===== src/rtl/hp_cmd_pkg.sv =====
package hp_cmd_pkg;

  localparam logic [1:0] ST_KEEP     = 2'd0;
  localparam logic [1:0] ST_PWRONLY  = 2'd1;
  localparam logic [1:0] ST_ENABLED  = 2'd2;
  localparam logic [1:0] ST_DISABLED = 2'd3;

  localparam logic [1:0] LED_KEEP  = 2'd0;
  localparam logic [1:0] LED_ON    = 2'd1;
  localparam logic [1:0] LED_BLINK = 2'd2;
  localparam logic [1:0] LED_OFF   = 2'd3;

  localparam logic [1:0] PRES_LOW   = 2'd0;
  localparam logic [1:0] PRES_EMPTY = 2'd3;

  typedef enum logic [1:0] {CK_SLOT, CK_SPEED, CK_ALL, CK_BAD} cmd_kind_e;

  typedef struct packed {
    logic [1:0] state;
    logic [1:0] pwr;
    logic [1:0] attn;
    logic       mrl_open;
    logic [1:0] pres;
  } slot_t;

  typedef struct packed {
    slot_t nxt;
    logic  removed;
  } slot_res_t;

  function automatic cmd_kind_e classify(logic [7:0] code);
    if (code[7:6] == 2'b00)                   return CK_SLOT;
    if (code[7:3] == 5'b01000)                return CK_SPEED;
    if (code == 8'h48 || code == 8'h49)       return CK_ALL;
    return CK_BAD;
  endfunction

  function automatic logic [1:0] op_state(logic [7:0] code);
    return code[1:0];
  endfunction

  function automatic logic [1:0] op_pwr(logic [7:0] code);
    return code[3:2];
  endfunction

  function automatic logic [1:0] op_attn(logic [7:0] code);
    return code[5:4];
  endfunction

  function automatic logic is_reject(logic [1:0] cur, logic [1:0] req);
    return (cur == ST_ENABLED) && (req == ST_PWRONLY);
  endfunction

  function automatic slot_res_t slot_apply(slot_t cur, logic [1:0] req,
                                           logic [1:0] pw, logic [1:0] at);
    slot_res_t r;
    r.nxt     = cur;
    r.removed = 1'b0;
    if (pw != LED_KEEP) r.nxt.pwr  = pw;
    if (at != LED_KEEP) r.nxt.attn = at;
    if (cur.state == ST_DISABLED && (req == ST_PWRONLY || req == ST_ENABLED)) begin
      r.nxt.state = req;
    end else if ((cur.state == ST_ENABLED || cur.state == ST_PWRONLY) &&
                 req == ST_DISABLED) begin
      r.nxt.state = ST_DISABLED;
      if (r.nxt.pwr == LED_OFF) begin
        r.nxt.mrl_open = 1'b1;
        r.nxt.pres     = PRES_EMPTY;
        r.removed      = 1'b1;
      end
    end
    return r;
  endfunction

  function automatic slot_t reset_slot(logic occupied);
    slot_t s;
    s.attn = LED_KEEP;
    if (occupied) begin
      s.state = ST_ENABLED;  s.pwr = LED_ON;  s.mrl_open = 1'b0; s.pres = PRES_LOW;
    end else begin
      s.state = ST_DISABLED; s.pwr = LED_OFF; s.mrl_open = 1'b1; s.pres = PRES_EMPTY;
    end
    return s;
  endfunction

endpackage


===== src/rtl/hp_slot_bank.sv =====
module hp_slot_bank
  import hp_cmd_pkg::*;
#(
  parameter int                NSLOTS   = 4,
  parameter logic [NSLOTS-1:0] INIT_OCC = '0
) (
  input  logic              clk,
  input  logic              rst_n,
  input  logic [NSLOTS-1:0] wr_en,
  input  slot_t             wr_val,
  input  logic              wr_rm,
  output slot_t             slot_q [NSLOTS],
  output logic [NSLOTS-1:0] free_q,
  output logic [NSLOTS-1:0] evt_q
);

  for (genvar g = 0; g < NSLOTS; g++) begin : g_slot
    slot_t slot_r;
    logic  free_r;
    logic  evt_r;

    always_ff @(posedge clk or negedge rst_n) begin
      if (!rst_n) begin
        slot_r <= reset_slot(INIT_OCC[g]);
        free_r <= 1'b0;
        evt_r  <= 1'b0;
      end else begin
        free_r <= wr_en[g] && wr_rm;
        evt_r  <= wr_en[g] && wr_rm;
        if (wr_en[g]) slot_r <= wr_val;
      end
    end

    assign slot_q[g] = slot_r;
    assign free_q[g] = free_r;
    assign evt_q[g]  = evt_r;

    // a release pulse only accompanies an emptied, disabled slot
    p_free_marks_empty_r8: assert property (@(posedge clk) disable iff (!rst_n)
      free_r |-> (slot_r.mrl_open && slot_r.pres == PRES_EMPTY && slot_r.state == ST_DISABLED))
      else $error("release pulse without empty slot");

    // the release pulse lasts one cycle
    p_free_single_r8: assert property (@(posedge clk) disable iff (!rst_n)
      free_r |=> !free_r)
      else $error("release pulse longer than one cycle");

    // an enabled slot never drops straight to power-only
    p_no_en_to_pwr_r7: assert property (@(posedge clk) disable iff (!rst_n)
      (slot_r.state == ST_ENABLED) |=> (slot_r.state != ST_PWRONLY))
      else $error("enabled slot moved to power-only");
  end

endmodule


===== src/rtl/hp_sweep_ctrl.sv =====
module hp_sweep_ctrl
  import hp_cmd_pkg::*;
#(
  parameter  int NSLOTS = 4,
  localparam int IW     = (NSLOTS > 1) ? $clog2(NSLOTS) : 1
) (
  input  logic          clk,
  input  logic          rst_n,
  input  logic          start,
  input  logic          start_mode,
  output logic          active,
  output logic [IW-1:0] idx,
  output logic          last,
  output logic [1:0]    req_state
);

  localparam logic [IW-1:0] LAST_IDX = IW'(NSLOTS - 1);

  logic mode_q;

  assign last      = active && (idx == LAST_IDX);
  assign req_state = mode_q ? ST_ENABLED : ST_PWRONLY;

  always_ff @(posedge clk or negedge rst_n) begin
    if (!rst_n) begin
      active <= 1'b0;
      idx    <= '0;
      mode_q <= 1'b0;
    end else if (start) begin
      active <= 1'b1;
      idx    <= '0;
      mode_q <= start_mode;
    end else if (active) begin
      if (last) active <= 1'b0;
      else      idx    <= idx + 1'b1;
    end
  end

  // the sweep index stays inside the slot array
  p_idx_in_range_r11: assert property (@(posedge clk) disable iff (!rst_n)
    active |-> (int'(idx) < NSLOTS))
    else $error("sweep index out of range");

  // a new sweep never starts over a running one
  p_no_restart_r13: assert property (@(posedge clk) disable iff (!rst_n)
    start |-> !active)
    else $error("sweep restarted while busy");

endmodule


===== src/rtl/hp_cmd_status.sv =====
module hp_cmd_status (
  input  logic clk,
  input  logic rst_n,
  input  logic begin_cmd,
  input  logic set_icmd,
  input  logic set_imode,
  input  logic finish,
  input  logic det_clr,
  input  logic busy,
  output logic inv_cmd,
  output logic inv_mode,
  output logic cmd_det
);

  always_ff @(posedge clk or negedge rst_n) begin
    if (!rst_n) begin
      inv_cmd  <= 1'b0;
      inv_mode <= 1'b0;
      cmd_det  <= 1'b0;
    end else begin
      if (set_icmd)       inv_cmd  <= 1'b1;
      else if (begin_cmd) inv_cmd  <= 1'b0;
      if (set_imode)      inv_mode <= 1'b1;
      else if (begin_cmd) inv_mode <= 1'b0;
      if (finish)         cmd_det  <= 1'b1;
      else if (det_clr)   cmd_det  <= 1'b0;
    end
  end

  // every finishing command leaves the completion flag set
  p_det_on_finish_r2: assert property (@(posedge clk) disable iff (!rst_n)
    finish |=> cmd_det)
    else $error("completion flag missing");

  // flags hold while a sweep runs
  p_busy_holds_flags_r13: assert property (@(posedge clk) disable iff (!rst_n)
    busy |=> ($stable(inv_cmd) && $stable(inv_mode)))
    else $error("flags changed during sweep");

endmodule


===== src/rtl/hp_cmd_exec.sv =====
module hp_cmd_exec
  import hp_cmd_pkg::*;
#(
  parameter int                NSLOTS   = 4,
  parameter logic [NSLOTS-1:0] INIT_OCC = 4'b0101
) (
  input  logic                  clk,
  input  logic                  rst_n,
  input  logic                  cmd_wr,
  input  logic [7:0]            cmd_code,
  input  logic [4:0]            cmd_target,
  input  logic                  det_clr,
  output logic                  busy_o,
  output logic                  inv_cmd_o,
  output logic                  inv_mode_o,
  output logic                  cmd_det_o,
  output logic [2*NSLOTS-1:0]   slot_state_o,
  output logic [2*NSLOTS-1:0]   pwr_led_o,
  output logic [2*NSLOTS-1:0]   attn_led_o,
  output logic [NSLOTS-1:0]     mrl_open_o,
  output logic [2*NSLOTS-1:0]   presence_o,
  output logic [NSLOTS-1:0]     free_o,
  output logic [NSLOTS-1:0]     evt_set_o
);

  localparam int IW = (NSLOTS > 1) ? $clog2(NSLOTS) : 1;

  slot_t             slots [NSLOTS];
  logic [NSLOTS-1:0] wr_en;
  slot_t             wr_val;
  logic              wr_rm;

  logic              sw_active, sw_last, start_sweep;
  logic [IW-1:0]     sw_idx;
  logic [1:0]        sw_req;

  logic              set_icmd, set_imode, finish;

  // named internal events
  logic              accept;
  cmd_kind_e         kind;
  logic              tgt_ok;
  logic [4:0]        tgt_m1;
  logic [IW-1:0]     sel_idx;
  slot_t             cur_tgt, cur_swp;
  logic              any_en;
  slot_res_t         res;

  assign accept  = cmd_wr && !sw_active;
  assign kind    = classify(cmd_code);
  assign tgt_ok  = (cmd_target != 5'd0) && (int'(cmd_target) <= NSLOTS);
  assign tgt_m1  = cmd_target - 5'd1;
  assign sel_idx = tgt_ok ? tgt_m1[IW-1:0] : '0;
  assign cur_tgt = slots[sel_idx];
  assign cur_swp = slots[sw_idx];
  assign busy_o  = sw_active;

  always_comb begin
    any_en = 1'b0;
    for (int i = 0; i < NSLOTS; i++) begin
      if (slots[i].state == ST_ENABLED) any_en = 1'b1;
    end
  end

  always_comb begin
    wr_en       = '0;
    wr_val      = cur_tgt;
    wr_rm       = 1'b0;
    set_icmd    = 1'b0;
    set_imode   = 1'b0;
    finish      = 1'b0;
    start_sweep = 1'b0;
    res         = '0;
    if (sw_active) begin
      if (cur_swp.mrl_open) res = slot_apply(cur_swp, ST_KEEP, LED_OFF, LED_KEEP);
      else                  res = slot_apply(cur_swp, sw_req, LED_ON, LED_KEEP);
      wr_en[sw_idx] = 1'b1;
      wr_val        = res.nxt;
      wr_rm         = res.removed;
      finish        = sw_last;
    end else if (accept) begin
      unique case (kind)
        CK_SLOT: begin
          finish = 1'b1;
          if (!tgt_ok || is_reject(cur_tgt.state, op_state(cmd_code))) begin
            set_icmd = 1'b1;
          end else begin
            res = slot_apply(cur_tgt, op_state(cmd_code), op_pwr(cmd_code), op_attn(cmd_code));
            wr_en[sel_idx] = 1'b1;
            wr_val         = res.nxt;
            wr_rm          = res.removed;
          end
        end
        CK_SPEED: begin
          finish    = 1'b1;
          set_imode = (cmd_code[2:0] != 3'd0);
        end
        CK_ALL: begin
          if (any_en) begin
            set_icmd = 1'b1;
            finish   = 1'b1;
          end else begin
            start_sweep = 1'b1;
          end
        end
        default: begin
          set_icmd = 1'b1;
          finish   = 1'b1;
        end
      endcase
    end
  end

  hp_slot_bank #(.NSLOTS(NSLOTS), .INIT_OCC(INIT_OCC)) u_bank (
    .clk    (clk),
    .rst_n  (rst_n),
    .wr_en  (wr_en),
    .wr_val (wr_val),
    .wr_rm  (wr_rm),
    .slot_q (slots),
    .free_q (free_o),
    .evt_q  (evt_set_o)
  );

  hp_sweep_ctrl #(.NSLOTS(NSLOTS)) u_sweep (
    .clk        (clk),
    .rst_n      (rst_n),
    .start      (start_sweep),
    .start_mode (cmd_code[0]),
    .active     (sw_active),
    .idx        (sw_idx),
    .last       (sw_last),
    .req_state  (sw_req)
  );

  hp_cmd_status u_status (
    .clk       (clk),
    .rst_n     (rst_n),
    .begin_cmd (accept),
    .set_icmd  (set_icmd),
    .set_imode (set_imode),
    .finish    (finish),
    .det_clr   (det_clr),
    .busy      (sw_active),
    .inv_cmd   (inv_cmd_o),
    .inv_mode  (inv_mode_o),
    .cmd_det   (cmd_det_o)
  );

  for (genvar g = 0; g < NSLOTS; g++) begin : g_flat
    assign slot_state_o[2*g +: 2] = slots[g].state;
    assign pwr_led_o[2*g +: 2]    = slots[g].pwr;
    assign attn_led_o[2*g +: 2]   = slots[g].attn;
    assign presence_o[2*g +: 2]   = slots[g].pres;
    assign mrl_open_o[g]          = slots[g].mrl_open;
  end

  // enabled-to-power-only is refused with fields untouched
  p_reject_en_pwr_r5: assert property (@(posedge clk) disable iff (!rst_n)
    (accept && kind == CK_SLOT && tgt_ok && cur_tgt.state == ST_ENABLED &&
     op_state(cmd_code) == ST_PWRONLY)
    |=> (inv_cmd_o && $stable(slot_state_o) && $stable(pwr_led_o) && $stable(attn_led_o)))
    else $error("enabled to power-only not refused");

  // out-of-range target changes no slot
  p_bad_target_r4: assert property (@(posedge clk) disable iff (!rst_n)
    (accept && kind == CK_SLOT && !tgt_ok)
    |=> (inv_cmd_o && $stable(slot_state_o) && $stable(pwr_led_o) && $stable(attn_led_o)))
    else $error("bad target altered a slot");

  // a refused all-slot command never raises busy
  p_all_refused_r10: assert property (@(posedge clk) disable iff (!rst_n)
    (accept && kind == CK_ALL && any_en) |=> (!busy_o && inv_cmd_o))
    else $error("all-slot command ran with an enabled slot");

endmodule


===== config.mk =====
export PLATFORM = sky130hd
export DESIGN_NAME = hp_cmd_exec
export DESIGN_NICKNAME = d
export VERILOG_FILES = /design/src/rtl/hp_cmd_pkg.sv /design/src/rtl/hp_slot_bank.sv /design/src/rtl/hp_sweep_ctrl.sv /design/src/rtl/hp_cmd_status.sv /design/src/rtl/hp_cmd_exec.sv
export SDC_FILE = /design/constraint.sdc
export NUM_CORES = 1
export LEC_CHECK = 0
export BUFFER_PORTS_ARGS = -buffer_cell sky130_fd_sc_hd__buf_2
export CORE_MARGIN = 3
export CORE_UTILIZATION = 35
export DETAILED_ROUTE_END_ITERATION = 12
export GPL_ROUTABILITY_DRIVEN = 1
export PLACE_DENSITY = 0.62
export SLEW_MARGIN = 10
export SYNTH_ARGS = -nofsm -noshare
export SYNTH_HDL_FRONTEND = slang
export SYNTH_SLANG_ARGS = --single-unit

===== constraint.sdc =====
create_clock -name clk -period 3.15 [get_ports clk]
set_clock_uncertainty 0.05 [all_clocks]
set_input_delay 0.315 -clock clk [delete_from_list [all_inputs] [get_ports clk]]
set_output_delay 0.315 -clock clk [all_outputs]
set_load 0.01 [all_outputs]

==> results of run 1 <==
-- synthesized netlist by cell type, types with 2 or more instances --
cell type	n
o221ai_1	2
a211o_1	2
o41ai_1	2
inv_1	18
a31oi_1	12
o21ai_1	3
a21oi_1	13
nor3_1	3
nand3b_1	2
a32oi_1	4
nand2b_1	6
dfrtp_1	29
a221oi_1	2
mux2_2	26
nor2_1	28
nor4_1	2
a211oi_1	3
dfstp_2	18
o21ai_0	10
clkbuf_1	2
nand4_1	2
buf_4	11
ha_1	10
nor2b_1	5
mux4_2	7
nand2_1	20
a22o_1	3
buf_2	5
nand3_1	2
a221o_1	2
mux2i_1	11
nor4_4	2
-- worst paths after layout --
check	cells after the start	from	slack, ps	to
worst max-delay path	14	cmd_target[0]	270	u_bank.slot_q[17]
worst min-delay path	1	rst_n	130	u_bank.slot_q[30]
worst max register to register	10	u_bank.slot_q[17]	290	u_bank.slot_q[28]
worst min register to register	2	u_status.inv_cmd	440	u_status.inv_cmd
max in group asynchronous	1	rst_n	2280	u_bank.slot_q[11]
min in group clk	2	det_clr	230	u_status.cmd_det
-- routing by layer --
| metal | vias up | global-route usage [%] | part of all wire [%] |
|---|---|---|---|
| met5 | - | 0 | 0 |
| met1 | 1298 | 24.24 | 44 |
| met3 | 11 | 3.043 | 6.3 |
| li1 | 1219 | - | - |
| met4 | 0 | 5.042 | 1.2 |
| met2 | 82 | 28.72 | 49 |
-- flip-flops by register name (all words and copies together), names as in the netlist --
| register | cells |
|---|---|
| u_status.cmd_det | 1 |
| u_bank.slot_q | 36 |
| u_status.inv_cmd | 1 |
| u_status.inv_mode | 1 |
| u_sweep.idx | 2 |
| u_sweep.mode_q | 1 |
| u_sweep.active | 1 |
| u_bank.g_slot.free_r | 4 |
-- cell usage in the layout, fill, tap and decap left out, types with 4 or more instances in the layout --
cell type / instances
buf_4: 32
a31oi_1: 11
mux2i_1: 11
nand2_1: 20
a32oi_1: 4
ha_1: 8
nor2_1: 28
mux4_2: 7
a21oi_1: 12
o21ai_1: 4
mux2_2: 26
nor2b_1: 5
inv_1: 18
clkbuf_8: 6
nand2b_1: 6
dfrtp_1: 29
buf_2: 64
o21ai_0: 9
dfstp_2: 18
-- area by class of cell --
cell class | instances | area, sq um | area share (%)
clock buffer | 6 | 82.58 | 2.221
clock inverter | 2 | 16.27 | 0.4376
inverter | 19 | 76.32 | 2.053
multi-input combinational | 202 | 1652 | 44.43
sequential | 47 | 1199 | 32.25
tap | 105 | 131.4 | 3.534
timing repair buffer | 96 | 560.5 | 15.08
-- repair_timing --
action | 4_1_cts | 5_1_grt
gates resized for setup | 0 | 3
buffers inserted | 0 | 0
setup endpoints to repair | 0 | 16
-- logic make-up (layout without fill, tap and decap cells) --
group	count (synthesis)	count (layout)	synth area share [%]
buffers and inverters	39	123	6.669
XOR/XNOR	3	3	1.367
flip-flops	47	47	39.69
multiplexers	44	44	18.56
adder cells (fa/ha/maj)	10	10	4.143
AO/OA/AOI/OAI	65	65	15.33
AND/OR/NAND/NOR	80	80	14.25
-- metrics by stage --
stage	cells	utilization [%]	area, sq um	power [mW]
after floorplan	288	-	3063	0.9992
after detailed placement	469	43.40	3602	1.188
final	477	44.79	3717	1.573
after global placement	469	43.40	3602	1.183
after global routing	477	44.79	3717	1.664
after CTS	477	44.60	3701	1.589
-- power by group through the flow --
stage                     registers, mW  logic (mW)  clock network (mW)
final                             0.741       0.437               0.395
after global routing              0.753       0.483               0.428
after CTS                         0.742       0.437               0.411
after detailed placement          0.753       0.435                   0
after global placement            0.751       0.432                   0
after floorplan                   0.768       0.232                   0
==> PnR_summary.wiki, run 1 <==
{| class="wikitable"
! Metric !! Value
|-
| Die boundary height || 98.90 um
|-
| Max-Slew Margin vs Limit || 31.74%
|-
| Number of unique standard cell types used by synthesis || 53
|-
| Clock network fraction of design power || 25.1%
|-
| Number of clock sinks || 47
|-
| Maximum number of pins on one net before global-route repair || 48
|-
| DRC marker count from the first detailed-route iteration || 115
|-
| Final critical path time including I/O delays and setup || 2876 ps
|-
| Share of final-layout standard cells stronger than drive strength 1 || 46.51%
|-
| Mean routed wirelength per cell || 17.82 um
|-
| I/O pin count || 65
|-
| Final setup margin || 274.1 ps
|-
| Area delta synth->final || 23.07%
|-
| Detail Placement HPWL || 6.544 mm
|-
| Transition at the pin with the smallest max-transition slack || 1024 ps
|-
| Max-cap violations || 0
|-
| Final routed DRC violation total || 0
|-
| Residual overflow from global routing || 0
|-
| Startpoint kind of the worst setup timing path || primary input
|-
| Pre-CTS setup slack || -55.35 ps
|-
| Mean post-synth cell area || 10.49 sq um
|-
| Top cell type by total area after synthesis || dfrtp_1
|-
| Total count of hold-check failures in the final report || 0
|-
| TritonCTS clock tree || yes
|-
| Skew-Pair Late Insertion Delay || 310 ps
|-
| Via-per-instance ratio || 5.472
|-
| Ys async rst share || 100.0%
|-
| Result of the run || finished clean
|-
| Critical Path Slowest Stage Cell || a221o_1
|-
| Final hold slack || 125.2 ps
|-
| Number of enable flip-flop cells after synthesis || 0
|-
| Level count of the clock H-tree || 2
|-
| Net switching power || 0.5115 mW
|-
| Number of global-route vias before repair || 2606
|-
| Path type of the worst min-delay path || in2async
|-
| Yosys top cell area share || 24.03%
|-
| Area of the die || 9780 sq um
|-
| Max-slew violations || 0
|-
| Nets || 398
|-
| Highest cell delay on the worst timing path || 390 ps
|-
| Number of buffer and inverter instances along the worst setup path || 4
|-
| Initial antenna violation count || 0
|-
| Yosys warnings || 0
|-
| Prevailing post-synth register cell || dfrtp_1
|-
| Sw frac || 32.52%
|-
| Antenna viol nets, final || 0
|-
| Crit-path leading delay family || compound AO/OA/AOI/OAI gates
|-
| Cell breakdown of the critical path || buf_2 > clkinv_4 > ha_4 > xnor2_2 > a32oi_1 > o221a_2 > inv_1 > ha_2 > a211o_1 > nor4_4 > buf_4 > a31oi_1 > a221o_1 > mux2_2
|-
| Unrepaired setup endpoints after global routing || no
|-
| Max IR drop VDD || 0.2861 mV
|-
| Fmax || 0.3477 GHz
|-
| Part of the total power dissipated in sequential elements || 47.1%
|-
| Count of TritonRoute iterations in the first routing pass || 4
|-
| Cell Area, Synth || 3020 sq um
|-
| P_leak || 1.763 nW
|-
| Number of setup violations in the final report || 0
|-
| Post-synthesis sequential area ratio || 39.69%
|-
| Total via count in the routed design || 2610
|-
| Global routing usage summed across all routing layers || 17.67%
|-
| Ant diodes || 0
|-
| Cell internal pwr || 1.061 mW
|-
| CTS Root Buffer Type || clkbuf_8
|-
| Hold buffers post-CTS || 0
|-
| Power per cell area || 423.1 nW/um^2
|-
| Die X || 98.90 um
|-
| Logic pwr share || 27.8%
|-
| Leading post-synthesis cells by cell area || dfrtp_1 (24%), dfstp_2 (16%), mux2_2 (9.7%), mux4_2 (5.2%), ha_1 (4.1%)
|-
| Routability Congestion || 0.9180
|-
| Maximum clock insertion buffer count || 2
|-
| Post-synthesis net count || 315
|-
| Arrival time at the worst endpoint || 3070 ps
|-
| Count of standard-cell rows || 33
|-
| Final wirelength || 8.502 mm
|-
| Clock Pin Slew Worst Setup and Hold Paths || 100 ps
|-
| Data required, critical path || 3340 ps
|-
| Number of buffers inserted during clock tree synthesis || 5
|-
| Period utilization || 91.30%
|-
| Classification of the worst setup path || in2reg
|-
| Sum of negative setup slack || 0 ps
|-
| Effective utilization at floorplan || 36.39%
|-
| Cells after Synth || 288
|-
| Number of filler instances in the final layout || 825
|-
| Placeable core region || 8299 sq um
|-
| Global-route wire length before repair || 13.73 mm
|-
| CP Capture Type || register
|-
| Max FO, Critical Path || 5
|-
| Flop and latch count out of synthesis || 47
|-
| PortBufs || 64
|}
Note: power is estimated with default switching activity, not from simulation.
==> inputs of run 2 (changes only) <==
Settings changed: CORE_UTILIZATION 35 to 49, HOLD_SLACK_MARGIN set to 0.15, PLACE_DENSITY 0.62 to 0.8.
==> PnR_summary.wiki, run 2 (synthesis results as in run 1) <==
{| class="wikitable"
! Metric !! Value
|-
| Result of the run || finished clean
|-
| Final critical path time including I/O delays and setup || 2966 ps
|-
| DRC marker count from the first detailed-route iteration || 126
|-
| Crit-path leading delay family || compound AO/OA/AOI/OAI gates
|-
| Max FO, Critical Path || 5
|-
| Effective utilization at floorplan || 52.59%
|-
| Unrepaired setup endpoints after global routing || no
|-
| Fmax || 0.3372 GHz
|-
| Global-route wire length before repair || 13.72 mm
|-
| Area delta synth->final || 22.25%
|-
| Via-per-instance ratio || 5.962
|-
| Share of final-layout standard cells stronger than drive strength 1 || 46.52%
|-
| Critical Path Slowest Stage Cell || a31oi_1
|-
| Die boundary height || 84.51 um
|-
| Period utilization || 94.16%
|-
| Detail Placement HPWL || 6.195 mm
|-
| Endpoint of the most critical setup path || u_bank.slot_q[10]
|-
| Final wirelength || 8.129 mm
|-
| Total count of hold-check failures in the final report || 0
|-
| Maximum number of pins on one net before global-route repair || 48
|-
| Number of buffer and inverter instances along the worst setup path || 4
|-
| TritonCTS clock tree || yes
|-
| Antenna viol nets, final || 0
|-
| Initial antenna violation count || 0
|-
| Final Instance Count excl. Fillers || 446
|-
| Number of global-route vias before repair || 2629
|-
| Total chip power || 1.576 mW
|-
| Power per cell area || 426.8 nW/um^2
|-
| Placed inst area || 3576 sq um
|-
| Transition at the pin with the smallest max-transition slack || 1038 ps
|-
| Maximum clock insertion buffer count || 2
|-
| Flop-to-flop setup slack || 230 ps
|-
| CTS Root Buffer Type || clkbuf_8
|-
| Highest cell delay on the worst timing path || 380 ps
|-
| PortBufs || 64
|-
| Cell breakdown of the critical path || buf_2 > clkinv_4 > ha_4 > xnor2_2 > a32oi_1 > o221a_2 > inv_1 > ha_2 > a211o_1 > nor4_4 > buf_4 > nand4_1 > a31oi_1 > mux2_2
|-
| P_leak || 1.779 nW
|-
| Global routing usage summed across all routing layers || 24.02%
|-
| Level count of the clock H-tree || 2
|-
| Ant diodes || 0
|-
| Most frequent cells in the layout || buf_2 (64), buf_4 (34), dfrtp_1 (29), nor2_1 (28), mux2_2 (26)
|-
| Endpoint of the lowest-slack register-to-register path || u_bank.slot_q[21]
|-
| Number of buffers inserted during clock tree synthesis || 5
|-
| I/O pin count || 65
|-
| Mean routed wirelength per cell || 18.23 um
|-
| Max-cap violations || 0
|-
| Max-Slew Margin vs Limit || 30.80%
|-
| Worst setup startpoint || cmd_target[0]
|-
| Nets || 400
|-
| Buffer count from post-CTS setup fixing || 0
|-
| Skew-Pair Late Insertion Delay || 300 ps
|-
| Clock Pin Slew Worst Setup and Hold Paths || 90 ps
|-
| Sum of negative setup slack || 0 ps
|-
| Path type of the worst min-delay path || in2async
|-
| Count of standard-cell rows || 27
|-
| Routability Congestion || 0.9101
|-
| Most common cell after layout, fill and taps aside || buf_2
|-
| Max-slew violations || 0
|-
| Number of setup violations in the final report || 0
|-
| Reg-to-reg critical path startpoint || u_bank.slot_q[17]
|-
| Flip-flop count of the largest register, all copies and words added || 36
|-
| Classification of the worst setup path || in2reg
|-
| Final routed DRC violation total || 0
|-
| Design area || 3692 sq um
|-
| Finished Core Util || 64.29%
|-
| Residual overflow from global routing || 0
|-
| CP Capture Type || register
|-
| Count of TritonRoute iterations in the first routing pass || 5
|-
| Die X || 84.51 um
|-
| Data required, critical path || 3340 ps
|-
| Arrival time at the worst endpoint || 3160 ps
|-
| Total instance count after detailed placement || 438
|-
| Total via count in the routed design || 2659
|-
| Path length in cells of the critical path || 14
|-
| Placeable core region || 5743 sq um
|-
| Number of clock sinks || 47
|-
| Startpoint kind of the worst setup timing path || primary input
|-
| Area of the die || 7142 sq um
|-
| Worst reg-to-reg path cell count || 12
|-
| Max IR drop VDD || 0.2910 mV
|-
| Number of filler instances in the final layout || 498
|}
## run 2: cell types whose count changed in the layout (fill, tap and decap cells not counted)
cell,before,now
nor4_2,1,2
clkbuf_1,0,1
clkinv_4,2,1
a221oi_2,2,1
buf_4,32,34
nor4_1,2,1
clkbuf_8,6,7
a221oi_1,1,2
clkinvlp_4,1,0
## run 2: metal layers
layer | vias to the layer above | track usage (%) | wire (um) | part of all wire [%]
met1 | 1304 | 33.94 | 3458 | 43
met5 | - | 0 | 0 | 0
met4 | 0 | 6.043 | 168 | 2.1
li1 | 1217 | - | - | -
met3 | 22 | 3.925 | 565 | 7.0
met2 | 116 | 38.65 | 3938 | 48
## run 2: timing repair
action / CTS / global route
gates resized for setup: 0 / 3
endpoints found under the setup margin: 0 / 11
hold buffers: 0 / 0
## run 2: how the worst min path moves through the flow
stage | startpoint | slack (ps) | depth (start not counted) | to
floorplan | rst_n | -30 | 0 | u_bank.g_slot[0].free_r
global placement | u_status.inv_mode | 410 | 2 | u_status.inv_mode
detailed placement | u_status.inv_cmd | 420 | 2 | u_status.inv_cmd
CTS | rst_n | 180 | 1 | u_bank.slot_q[34]
global route | det_clr | 180 | 2 | u_status.cmd_det
finish | rst_n | 140 | 1 | u_bank.slot_q[34]
## run 2: stage by stage
step	worst slack (ps)	hold WS, ps
6_report	184.0	139.7
4_1_cts	214.8	176.4
5_1_grt	2.918	183.7
3_3_place_gp	-59.53	411.8
2_1_floorplan	2.172	-30.59
3_5_place_dp	-57.73	422.3
## run 2: area by class of cell
cell class                 count  area (sq um)  area share [%]
sequential                    47          1199           32.46
inverter                      19         76.32           2.067
clock buffer                   8         100.1           2.711
multi-input combinational    202          1652           44.73
tap                           72         90.09           2.440
timing repair buffer          98         575.6           15.59
## run 2: worst register-to-register path, cell delays in order (launching register included)
cell      delay (ps)
dfstp_2          580
nor2_1            50
a32oi_1          180
nor2_1            50
a221oi_1         290
ha_2             260
a211o_1          200
nor2_1            80
buf_4            150
a211o_1          280
a22o_1           190
a21oi_1          270
mux2_2           220
## run 2: where the power goes
part / switching (mW) / internal, mW
Sequential: 0.0626 / 0.681
Combinational: 0.231 / 0.198
Clock: 0.202 / 0.201
Total: 0.496 / 1.08
==> inputs of run 3 (changes only) <==
Settings changed: CORE_MARGIN 3 to not set.
==> PnR_summary.wiki, run 3 (synthesis results as in run 1) <==
{| class="wikitable"
! Metric !! Value
|-
| Result of the run || finished clean
|-
| Routability Congestion || 0.9071
|-
| Area of the die || 6482 sq um
|-
| Count of standard-cell rows || 28
|-
| Clock Pin Slew Worst Setup and Hold Paths || 90 ps
|-
| Initial antenna violation count || 0
|-
| CP Capture Type || register
|-
| Total via count in the routed design || 2575
|-
| Power per cell area || 426.7 nW/um^2
|-
| Max IR drop VDD || 0.3043 mV
|-
| Data required, critical path || 3330 ps
|-
| Ant diodes || 0
|-
| Max-Slew Margin vs Limit || 30.47%
|-
| Classification of the worst setup path || in2reg
|-
| Final hold slack || 144.6 ps
|-
| Final setup margin || 142.8 ps
|-
| Placeable core region || 5921 sq um
|-
| I/O pin count || 65
|-
| Worst reg-to-reg path cell count || 10
|-
| Mean routed wirelength per cell || 18.06 um
|-
| PortBufs || 64
|-
| Maximum clock insertion buffer count || 2
|-
| Buffer count from post-CTS setup fixing || 0
|-
| Flip-flop count of the largest register, all copies and words added || 36
|-
| Pre-CTS setup slack || -140.2 ps
|-
| Global routing usage summed across all routing layers || 26.49%
|-
| Level count of the clock H-tree || 2
|-
| Skew-Pair Late Insertion Delay || 300 ps
|-
| Final critical path time including I/O delays and setup || 3007 ps
|-
| CTS Root Buffer Type || clkbuf_8
|-
| Via-per-instance ratio || 5.852
|-
| Die X || 80.51 um
|-
| Unrepaired setup endpoints after global routing || no
|-
| Final routed DRC violation total || 0
|-
| Startpoint kind of the worst setup timing path || primary input
|-
| Area delta synth->final || 20.34%
|-
| Number of global-route vias before repair || 2469
|-
| Share of final-layout standard cells stronger than drive strength 1 || 45.48%
|-
| DRC marker count from the first detailed-route iteration || 245
|-
| Max FO, Critical Path || 6
|-
| Nets || 391
|-
| Total count of hold-check failures in the final report || 0
|-
| Count of TritonRoute iterations in the first routing pass || 4
|-
| Number of setup violations in the final report || 0
|-
| Finished Core Util || 61.39%
|-
| Placed inst area || 3525 sq um
|-
| Final wirelength || 7.948 mm
|-
| Maximum number of pins on one net before global-route repair || 48
|-
| Effective utilization at floorplan || 51.01%
|-
| Number of buffers inserted during clock tree synthesis || 5
|-
| Residual overflow from global routing || 0
|-
| Design area || 3635 sq um
|-
| Sum of negative setup slack || 0 ps
|-
| P_leak || 1.731 nW
|-
| Number of filler instances in the final layout || 485
|-
| Period utilization || 95.47%
|-
| Antenna viol nets, final || 0
|-
| Max-slew violations || 0
|-
| Max-cap violations || 0
|-
| Global-route wire length before repair || 12.81 mm
|-
| Die boundary height || 80.51 um
|-
| Arrival time at the worst endpoint || 3190 ps
|-
| TritonCTS clock tree || yes
|-
| Detail Placement HPWL || 5.897 mm
|-
| Fmax || 0.3325 GHz
|-
| Most frequent cells in the layout || buf_2 (64), dfrtp_1 (29), nor2_1 (28), mux2_2 (26), buf_4 (24)
|-
| Number of clock sinks || 47
|-
| Path type of the worst min-delay path || in2async
|-
| Most common cell after layout, fill and taps aside || buf_2
|-
| Transition at the pin with the smallest max-transition slack || 1043 ps
|}
==> run 3: cell count changes in the layout (fill, tap and decap cells not counted) <==
cell,change
nor4_2,-1
nand2_1,-1
nand2_2,+1
clkinv_2,+1
nor4_1,+1
buf_4,-10
a31oi_1,-1
a31oi_2,+1
buf_12,+1
clkbuf_8,-1
==> run 3: per-stage QoR <==
step	instances	total power [mW]
floorplan	288	0.9992
global placement	432	1.165
detailed placement	432	1.178
CTS	440	1.556
global route	440	1.632
finish	440	1.551
==> run 3: what timing repair did <==
item / CTS / global route
hold buffers: 0 / 0
gates resized for setup: 0 / 4
endpoints found under the setup margin: 0 / 15
==> run 3: power breakdown <==
part | total [mW] | internal, mW | switching (mW)
logic | 0.432 | 0.195 | 0.238
clock network | 0.378 | 0.177 | 0.201
registers | 0.740 | 0.681 | 0.0594
total | 1.55 | 1.05 | 0.498
==> run 3: worst max-delay path, stage by stage <==
cell,delay (ps)
buf_2,130
clkinv_4,60
ha_4,170
xnor2_2,180
a32oi_1,230
o221a_2,230
inv_1,40
ha_2,190
a211o_1,370
nor4_4,390
a31oi_1,170
a221o_1,420
mux2_2,290
==> run 3: area by class of cell <==
class                   count  area [sq um]  share of cell area [%]
inverters                  19         76.32                   2.100
multi-input cells         202          1654                   45.51
clock inverters             1         5.005                  0.1377
flip-flops and latches     47          1199                   32.98
well taps                  75         93.84                   2.582
clock buffers               7         86.33                   2.375
repair buffers             89         520.5                   14.32
==> run 3: final timing paths <==
path	startpoint	end	slack, ps
max	cmd_target[0]	u_bank.slot_q[8]	140
min	rst_n	u_bank.slot_q[16]	140
max reg2reg	u_bank.slot_q[17]	u_bank.slot_q[28]	180
min reg2reg	u_status.inv_mode	u_status.inv_mode	430
max in group asynchronous	rst_n	u_bank.slot_q[9]	2260
min in group clk	det_clr	u_status.cmd_det	220
==> run 3: layer usage <==
metal  wire length (um)  GRT usage (%)
met2               3783          41.19
met5                  0              0
met4                134          9.821
met1               3526          37.63
met3                503          3.295
